File: src/rtl/irq_pkg.sv
package irq_pkg;
  localparam int REG_W   = 8;
  localparam int GIE_BIT = 7;
  typedef enum logic { SEL_CTRL = 1'b0, SEL_FLAG = 1'b1 } reg_sel_e;
endpackage

File: src/rtl/irq_flag_bank.sv
module irq_flag_bank #(
  parameter int NSRC = 4
) (
  input  logic            clk,
  input  logic            rst,
  input  logic [NSRC-1:0] evt,
  input  logic            clr_we,
  input  logic [NSRC-1:0] keep_mask,
  output logic [NSRC-1:0] flags
);
  for (genvar g = 0; g < NSRC; g++) begin : g_flag
    always_ff @(posedge clk) begin
      if (rst)                          flags[g] <= 1'b0;
      else if (evt[g])                  flags[g] <= 1'b1;
      else if (clr_we && !keep_mask[g]) flags[g] <= 1'b0;
    end
  end
endmodule

File: src/rtl/irq_prio_enc.sv
module irq_prio_enc #(
  parameter int NSRC  = 4,
  parameter int IDX_W = 2
) (
  input  logic [NSRC-1:0]  req,
  output logic             any,
  output logic [IDX_W-1:0] idx
);
  always_comb begin
    any = 1'b0;
    idx = '0;
    for (int i = NSRC - 1; i >= 0; i--) begin
      if (req[i]) begin
        any = 1'b1;
        idx = IDX_W'(i);
      end
    end
  end
endmodule

File: src/rtl/irq_seq.sv
module irq_seq #(
  parameter int PC_W     = 13,
  parameter int IDX_W    = 2,
  parameter int VEC_BASE = 4,
  parameter int VEC_STEP = 4
) (
  input  logic             clk,
  input  logic             rst,
  input  logic             take,
  input  logic [IDX_W-1:0] take_idx,
  input  logic             ret_req,
  input  logic             gie_we,
  input  logic             gie_wdata,
  output logic             gie,
  output logic             vec_push,
  output logic [PC_W-1:0]  vec_addr,
  output logic             ret_pop
);
  logic [PC_W-1:0] vec_d;

  always_comb begin
    vec_d = PC_W'(VEC_BASE) + PC_W'(take_idx) * PC_W'(VEC_STEP);
  end

  always_ff @(posedge clk) begin
    if (rst) begin
      gie      <= 1'b0;
      vec_push <= 1'b0;
      ret_pop  <= 1'b0;
      vec_addr <= '0;
    end else begin
      vec_push <= take;
      ret_pop  <= ret_req;
      if (take) vec_addr <= vec_d;
      if (take)         gie <= 1'b0;
      else if (ret_req) gie <= 1'b1;
      else if (gie_we)  gie <= gie_wdata;
    end
  end
endmodule

File: src/rtl/irq_vector_ctrl.sv
module irq_vector_ctrl
  import irq_pkg::*;
#(
  parameter int NSRC     = 4,
  parameter int PC_W     = 13,
  parameter int VEC_BASE = 4,
  parameter int VEC_STEP = 4
) (
  input  logic             clk,
  input  logic             rst,
  input  logic [NSRC-1:0]  src_evt,
  input  logic             insn_boundary,
  input  logic             ret_req,
  input  logic             reg_wr,
  input  logic             reg_sel,
  input  logic [REG_W-1:0] reg_wdata,
  output logic [REG_W-1:0] reg_rdata,
  output logic             vec_push,
  output logic [PC_W-1:0]  vec_addr,
  output logic             ret_pop
);
  localparam int IDX_W = (NSRC > 1) ? $clog2(NSRC) : 1;

  logic [NSRC-1:0]  en_q;
  logic [NSRC-1:0]  flag_q;
  logic             gie_q;
  logic             ctrl_we;
  logic             flag_we;
  logic             pend_any;
  logic [IDX_W-1:0] pend_idx;
  logic             take;
  logic [REG_W-1:0] rd_d;
  logic             unused_wbits;

  assign ctrl_we      = reg_wr && (reg_sel == SEL_CTRL);
  assign flag_we      = reg_wr && (reg_sel == SEL_FLAG);
  assign unused_wbits = ^reg_wdata[GIE_BIT-1:NSRC];

  always_ff @(posedge clk) begin
    if (rst)          en_q <= '0;
    else if (ctrl_we) en_q <= reg_wdata[NSRC-1:0];
  end

  irq_flag_bank #(.NSRC(NSRC)) i_flags (
    .clk      (clk),
    .rst      (rst),
    .evt      (src_evt),
    .clr_we   (flag_we),
    .keep_mask(reg_wdata[NSRC-1:0]),
    .flags    (flag_q)
  );

  irq_prio_enc #(.NSRC(NSRC), .IDX_W(IDX_W)) i_prio (
    .req(flag_q & en_q),
    .any(pend_any),
    .idx(pend_idx)
  );

  assign take = insn_boundary && gie_q && pend_any;

  irq_seq #(
    .PC_W(PC_W), .IDX_W(IDX_W), .VEC_BASE(VEC_BASE), .VEC_STEP(VEC_STEP)
  ) i_seq (
    .clk      (clk),
    .rst      (rst),
    .take     (take),
    .take_idx (pend_idx),
    .ret_req  (ret_req),
    .gie_we   (ctrl_we),
    .gie_wdata(reg_wdata[GIE_BIT]),
    .gie      (gie_q),
    .vec_push (vec_push),
    .vec_addr (vec_addr),
    .ret_pop  (ret_pop)
  );

  always_comb begin
    rd_d = '0;
    if (reg_sel == SEL_FLAG) begin
      rd_d[NSRC-1:0] = flag_q;
    end else begin
      rd_d[NSRC-1:0] = en_q;
      rd_d[GIE_BIT]  = gie_q;
    end
  end

  always_ff @(posedge clk) begin
    if (rst) reg_rdata <= '0;
    else     reg_rdata <= rd_d;
  end
endmodule

File: config.mk
export PLATFORM = sky130hd
export DESIGN_NAME = irq_vector_ctrl
export DESIGN_NICKNAME = d
export VERILOG_FILES = /design/src/rtl/irq_pkg.sv /design/src/rtl/irq_flag_bank.sv /design/src/rtl/irq_prio_enc.sv /design/src/rtl/irq_seq.sv /design/src/rtl/irq_vector_ctrl.sv
export SDC_FILE = /design/constraint.sdc
export NUM_CORES = 1
export LEC_CHECK = 0
export BUFFER_PORTS_ARGS = -buffer_cell sky130_fd_sc_hd__buf_2
export CELL_PAD_IN_SITES_DETAIL_PLACEMENT = 1
export CELL_PAD_IN_SITES_GLOBAL_PLACEMENT = 2
export CORE_UTILIZATION = 27
export CTS_CLUSTER_DIAMETER = 100
export DETAILED_ROUTE_END_ITERATION = 6
export PLACE_DENSITY = 0.89
export SLEW_MARGIN = 20
export SYNTH_ARGS = -nofsm -noshare
export SYNTH_HDL_FRONTEND = slang
export SYNTH_SLANG_ARGS = --single-unit
File: constraint.sdc
create_clock -name clk -period 1.91 [get_ports clk]
set_input_delay 0.191 -clock clk [delete_from_list [all_inputs] [get_ports clk]]
set_output_delay 0.191 -clock clk [all_outputs]
set_load 0.05 [all_outputs]
### After elaboration in Yosys (flattened, before gate mapping)

Index checks and enable logic that the tools add are counted.

* equal/unequal tests: 0
* reductions and logical operators: 19
* $add $sub $neg: 1
* divide/modulo/power cells: 0
* multiplexer cells: 19
* magnitude comparators: 0
* shift operators: 0
* bitwise operators: 2
* multiply operators: 0

Operators with widths (number)
* two-way mux 1 bit: 14
* nonzero test 2 bit: 5
* logical AND 1 bit: 8
* two-way mux 2 bit: 4
* adder 3 x 4 -> 5 bit, first input constant: 1
* bitwise AND 4 bit: 1
* zero test 1 bit: 4
* two-way mux 4 bit: 1
* OR reduction 2 bit: 2
* NOT 1 bit: 1

* ROM bits: 0
* latch bits: 0
* logic and storage cells: 53
* memory bits (writable): 0
* memories kept: 0
* bits in registers: 32

### Logic depth before layout (Yosys ltp)

* depth after elaboration: 7
* depth in mapped cells: 6

### Hierarchy

A second synthesis with hierarchy kept.

* cell total of the unflattened synthesis: 96
* area, all modules: 947.2 um2

By module, submodules not included
* irq_vector_ctrl: area an instance 432.9 um2, cells each 43, instances 1
* irq_seq: area an instance 294.0 um2, cells each 30, instances 1
* irq_flag_bank: area an instance 185.2 um2, cells each 16, instances 1
* irq_prio_enc: area an instance 35.0 um2, cells each 7, instances 1

### Worst setup path before layout

Ideal clock, no wire load.

* path kind: register -> register
* start point: register en_q[2]
* end point: register i_seq.vec_addr[3]
* path slack: 0.668 ns
* setup time: 0.128 ns
* buffers on the path: 0
* cell stages (with the launch flop): 7
* required time: 1.782 ns
* data arrival time: 1.115 ns
* cells stage by stage: dfxtp_1 nand2_1 a32oi_1 a21oi_1 ha_1 mux2i_1 nor2_1

* word-level cells in the longest chain between the ends: 5
* elaborated cells on any way between the ends: 9
* classes of those cells: 1 x add/sub; 6 x mux; 1 x bitwise; 1 x reduce/logical

RTL lines
* start, declared: line irq_vector_ctrl.sv:24 `logic [NSRC-1:0] en_q;`
* start signal, assigned: line irq_vector_ctrl.sv:41 `else if (ctrl_we) en_q <= reg_wdata[NSRC-1:0];`
* bitwise AND 4 bit: line irq_vector_ctrl.sv:54 `.req(flag_q & en_q),`
* two-way mux 2 bit (3 in series): line irq_prio_enc.sv:13 `if (req[i]) begin`
* adder 3 x 4 -> 5 bit: line irq_seq.sv:22 `vec_d = PC_W'(VEC_BASE) + PC_W'(take_idx) * PC_W'(VEC_STEP);`
* net i_seq.vec_d[3]: line irq_seq.sv:19 `logic [PC_W-1:0] vec_d;`
* end signal, assigned: line irq_seq.sv:34 `if (take) vec_addr <= vec_d;`
* end, declared: line irq_seq.sv:16 `output logic [PC_W-1:0] vec_addr,`

The timed path passes the listed nets, and every way through them passes these cells.
A chain may end at the register's enable or synchronous reset.

### Final worst setup path

* start point: register i_flags.flags[2]
* end point: register i_seq.vec_addr[3]

* word-level cells in the longest chain between the ends: 5
* elaborated cells on any way between the ends: 9
* classes of those cells: 1 x add/sub; 6 x mux; 1 x bitwise; 1 x reduce/logical

RTL lines
* start, declared: line irq_flag_bank.sv:9 `output logic [NSRC-1:0] flags`
* start signal, assigned by index: line irq_flag_bank.sv:13 `if (rst) flags[g] <= 1'b0;`
* start signal, assigned by index: line irq_flag_bank.sv:14 `else if (evt[g]) flags[g] <= 1'b1;`
* start signal, assigned by index: line irq_flag_bank.sv:15 `else if (clr_we && !keep_mask[g]) flags[g] <= 1'b0;`
* bitwise AND 4 bit: line irq_vector_ctrl.sv:54
* two-way mux 2 bit (3 in series): line irq_prio_enc.sv:13
* adder 3 x 4 -> 5 bit: line irq_seq.sv:22
* net i_seq.vec_d[3]: line irq_seq.sv:19

The timed path passes the listed nets, and every way through them passes these cells.

==> results by group <==
Status
  – Status: finished, violations left
  – Failing checks: DRC

Clock network
  – Setup Buffers After CTS: 0
  – TritonCTS Buffers: 3
  – Post_cts resized: 0
  – CTS root buffer: clkbuf_4
  – H-tree Lvls: 1
  – Clk slew on worst S/H paths: about 0.1 ns
  – Clk sinks: 19
  – Hold Buf Count CTS: 0
  – Max Buffers Root-to-Sink: 2
  – Later-pin clock latency in the skew report: between 0.2 and 0.3 ns
  – CTS tree: yes

Placed design
  – Pre-CTS setup slack: approximately 0.52 ns
  – Detailed placement HPWL: approximately 1200 um
  – RePlAce Congestion: ~0.73
  – Buffers on Ports: 24

Timing
  – Setup TNS: 0 ns
  – RSZ-0062 raised after global routing: no
  – Fin. max-slew vios: 0
  – Fin crit share: around 75%
  – Hold Vio Cnt, Final: 0
  – Max Clock Freq: around 0.70 GHz
  – WHS: around 0.12 ns
  – Final WS setup: roughly 0.48 ns
  – Min Clock Period, post-route: ~1.4 ns
  – Clock Skews: roughly 0.0012 ns
  – Final setup violation count: 0

Finish
  – FILL cells: 380
  – Final nets: around 130
  – Area Overhead vs Synth: 14.3%
  – Commonest non-fill, non-tap cell in the layout: buf_2
  – FF+latch area: ~380 um^2
  – Multi-input gate area: approximately 380 um^2
  – Commonest non-fill, non-tap cells in the layout: 24 x buf_2, 19 x dfxtp_1, 13 x conb_1, 11 x nor2_1, 10 x mux2i_1
  – Ant diodes: 0
  – Layout cells sized above 1: 28.8%

Yosys
  – Cells after Synth: just under 90
  – Synth unique cells: 22
  – Register bit total from synthesis: 19
  – Yosys Warn Count: 0
  – Register area share after synthesis: 44.7%
  – Mean post-synth cell area: between 9 and 10 um^2
  – Cell area after synthesis: 851 um^2

Floorplan
  – Ports: a little over 40
  – Site Rows: 20
  – Die width: 58.1 um
  – Die Height: approximately 58 um
  – Starting Density: approximately 28%
  – Full die area: 3380 um^2
  – Core footprint: a little over 3000 um^2

GRT
  – GRT Overall Usage: 9.52%
  – Initial antenna violation count: 0
  – Largest net degree at the start of global routing: 20
  – First-pass GRT wire length: between 2000 and 2500 um
  – Grt ovf: 0
  – Vias in the first global route: 579

Critical path
  – Startpoint types: register
  – Setup CP Type: reg -> reg
  – Crit path from: i_flags.flags[2]
  – R2r setup slk: around 0.48 ns
  – Data arrival time of the critical path: 1.61 ns
  – Crit Path Max Fanout: 4
  – Crit end category: register
  – Reg2reg start: i_flags.flags[2]
  – Worst Reg2Reg Path Length in Cells: 6
  – Required @ worst endpoint: 2.09 ns

Drt
  – Post-route ant nets: 0
  – Final wirelength: ~1700 um
  – First-iteration detailed-routing DRC count: 19
  – Residual DRC count: 3
  – TritonRoute pass-1 iters: 6
  – Vias: around 630
  – Drt via density: between 4 and 5
  – Avg WL per Cell: between 10 and 15 um

Pwr
  – Pwr dens: 804 nW/um^2
  – Max VDD drop: 238 uV
  – Leakage: approximately 0.45 nW

Hold path
  – WHS Path Cells: 3
  – Hold_sp: src_evt[2]
  – Worst hold path class: in -> reg

Run
  – Max-Cap Viols: 0
## where the power goes
group | leakage [nW] | internal [mW] | total [mW] | switching [mW]
clock | 0.0150 | 0.0810 | 0.196 | 0.115
sequential | 0.156 | 0.415 | 0.430 | 0.0150
combinational | 0.279 | 0.0370 | 0.156 | 0.119
total | 0.451 | 0.533 | 0.782 | 0.249
## state kept, by name, indices dropped and copies added, names as in the netlist
name / count
i_seq.vec_addr: 3
en_q: 4
i_seq.ret_pop: 1
i_seq.vec_push: 1
i_flags.flags: 4
i_seq.gie: 1
reg_rdata: 5
## cells in the mapped netlist
cell	n	area (um^2)
a211oi_1	1	7.51
a211oi_2	1	12.5
a21oi_1	5	25.0
a21oi_4	1	16.3
a22oi_2	2	25.0
a32oi_1	1	8.76
buf_1	1	3.75
buf_2	1	5.00
buf_4	14	105
buf_6	1	11.3
conb_1	1	3.75
dfxtp_1	19	380
ha_1	1	12.5
inv_1	4	15.0
mux2i_1	10	100
nand2_1	3	11.3
nor2_1	11	41.3
nor2b_1	4	25.0
nor2b_2	1	8.76
nor3_1	1	5.00
nor3b_1	1	7.51
o21ai_0	4	20.0
## stage by stage
step | util, % | total power, mW | instances | instance area (um^2)
5_1_grt | 32.1 | 0.817 | 155 | 972
3_5_place_dp | 31.2 | 0.594 | 151 | 946
4_1_cts | 32.1 | 0.793 | 155 | 972
2_1_floorplan | - | 0.585 | 100 | 896
6_report | 32.1 | 0.782 | 155 | 972
3_3_place_gp | 31.2 | 0.590 | 151 | 946
## layer usage
metal / track usage, % / up-vias / wire length (um)
met3: 2.01 / 2 / 69
met5: 0 / - / 0
met4: 2.04 / 0 / 14
met2: 16.9 / 22 / 827
met1: 11.8 / 300 / 746
li1: - / 309 / -
## worst max-delay path: stages (launching register included)
cell and delay (ns):
dfxtp_1 0.41, nand2_1 0.08, a32oi_1 0.23, a21oi_1 0.10
ha_1 0.31, mux2i_1 0.14, nor2_1 0.05
## layout make-up
| type | instances | area share [%] |
|---|---|---|
| clock buffer | 4 | 2.70 |
| inverter | 4 | 1.54 |
| multi-input combinational | 60 | 38.6 |
| sequential | 19 | 39.1 |
| tap | 44 | 5.66 |
| timing repair buffer | 24 | 12.4 |
## logic make-up after synthesis
logic type | after synthesis | share of synthesized area (%)
flops | 19 | 44.7
simple gates | 21 | 11.6
compound gates | 15 | 13.5
other cells | 1 | 0.441
fa+ha+maj | 1 | 1.47
buf+inv | 21 | 16.5
mux | 10 | 11.8
## path summary, 6_finish.rpt
path,to
worst min-delay path,i_flags.flags[2]
worst min register to register,reg_rdata[7]
worst max register to register,i_seq.vec_addr[3]
worst max-delay path,i_seq.vec_addr[3]
Note: power is estimated with default switching activity, not from simulation.
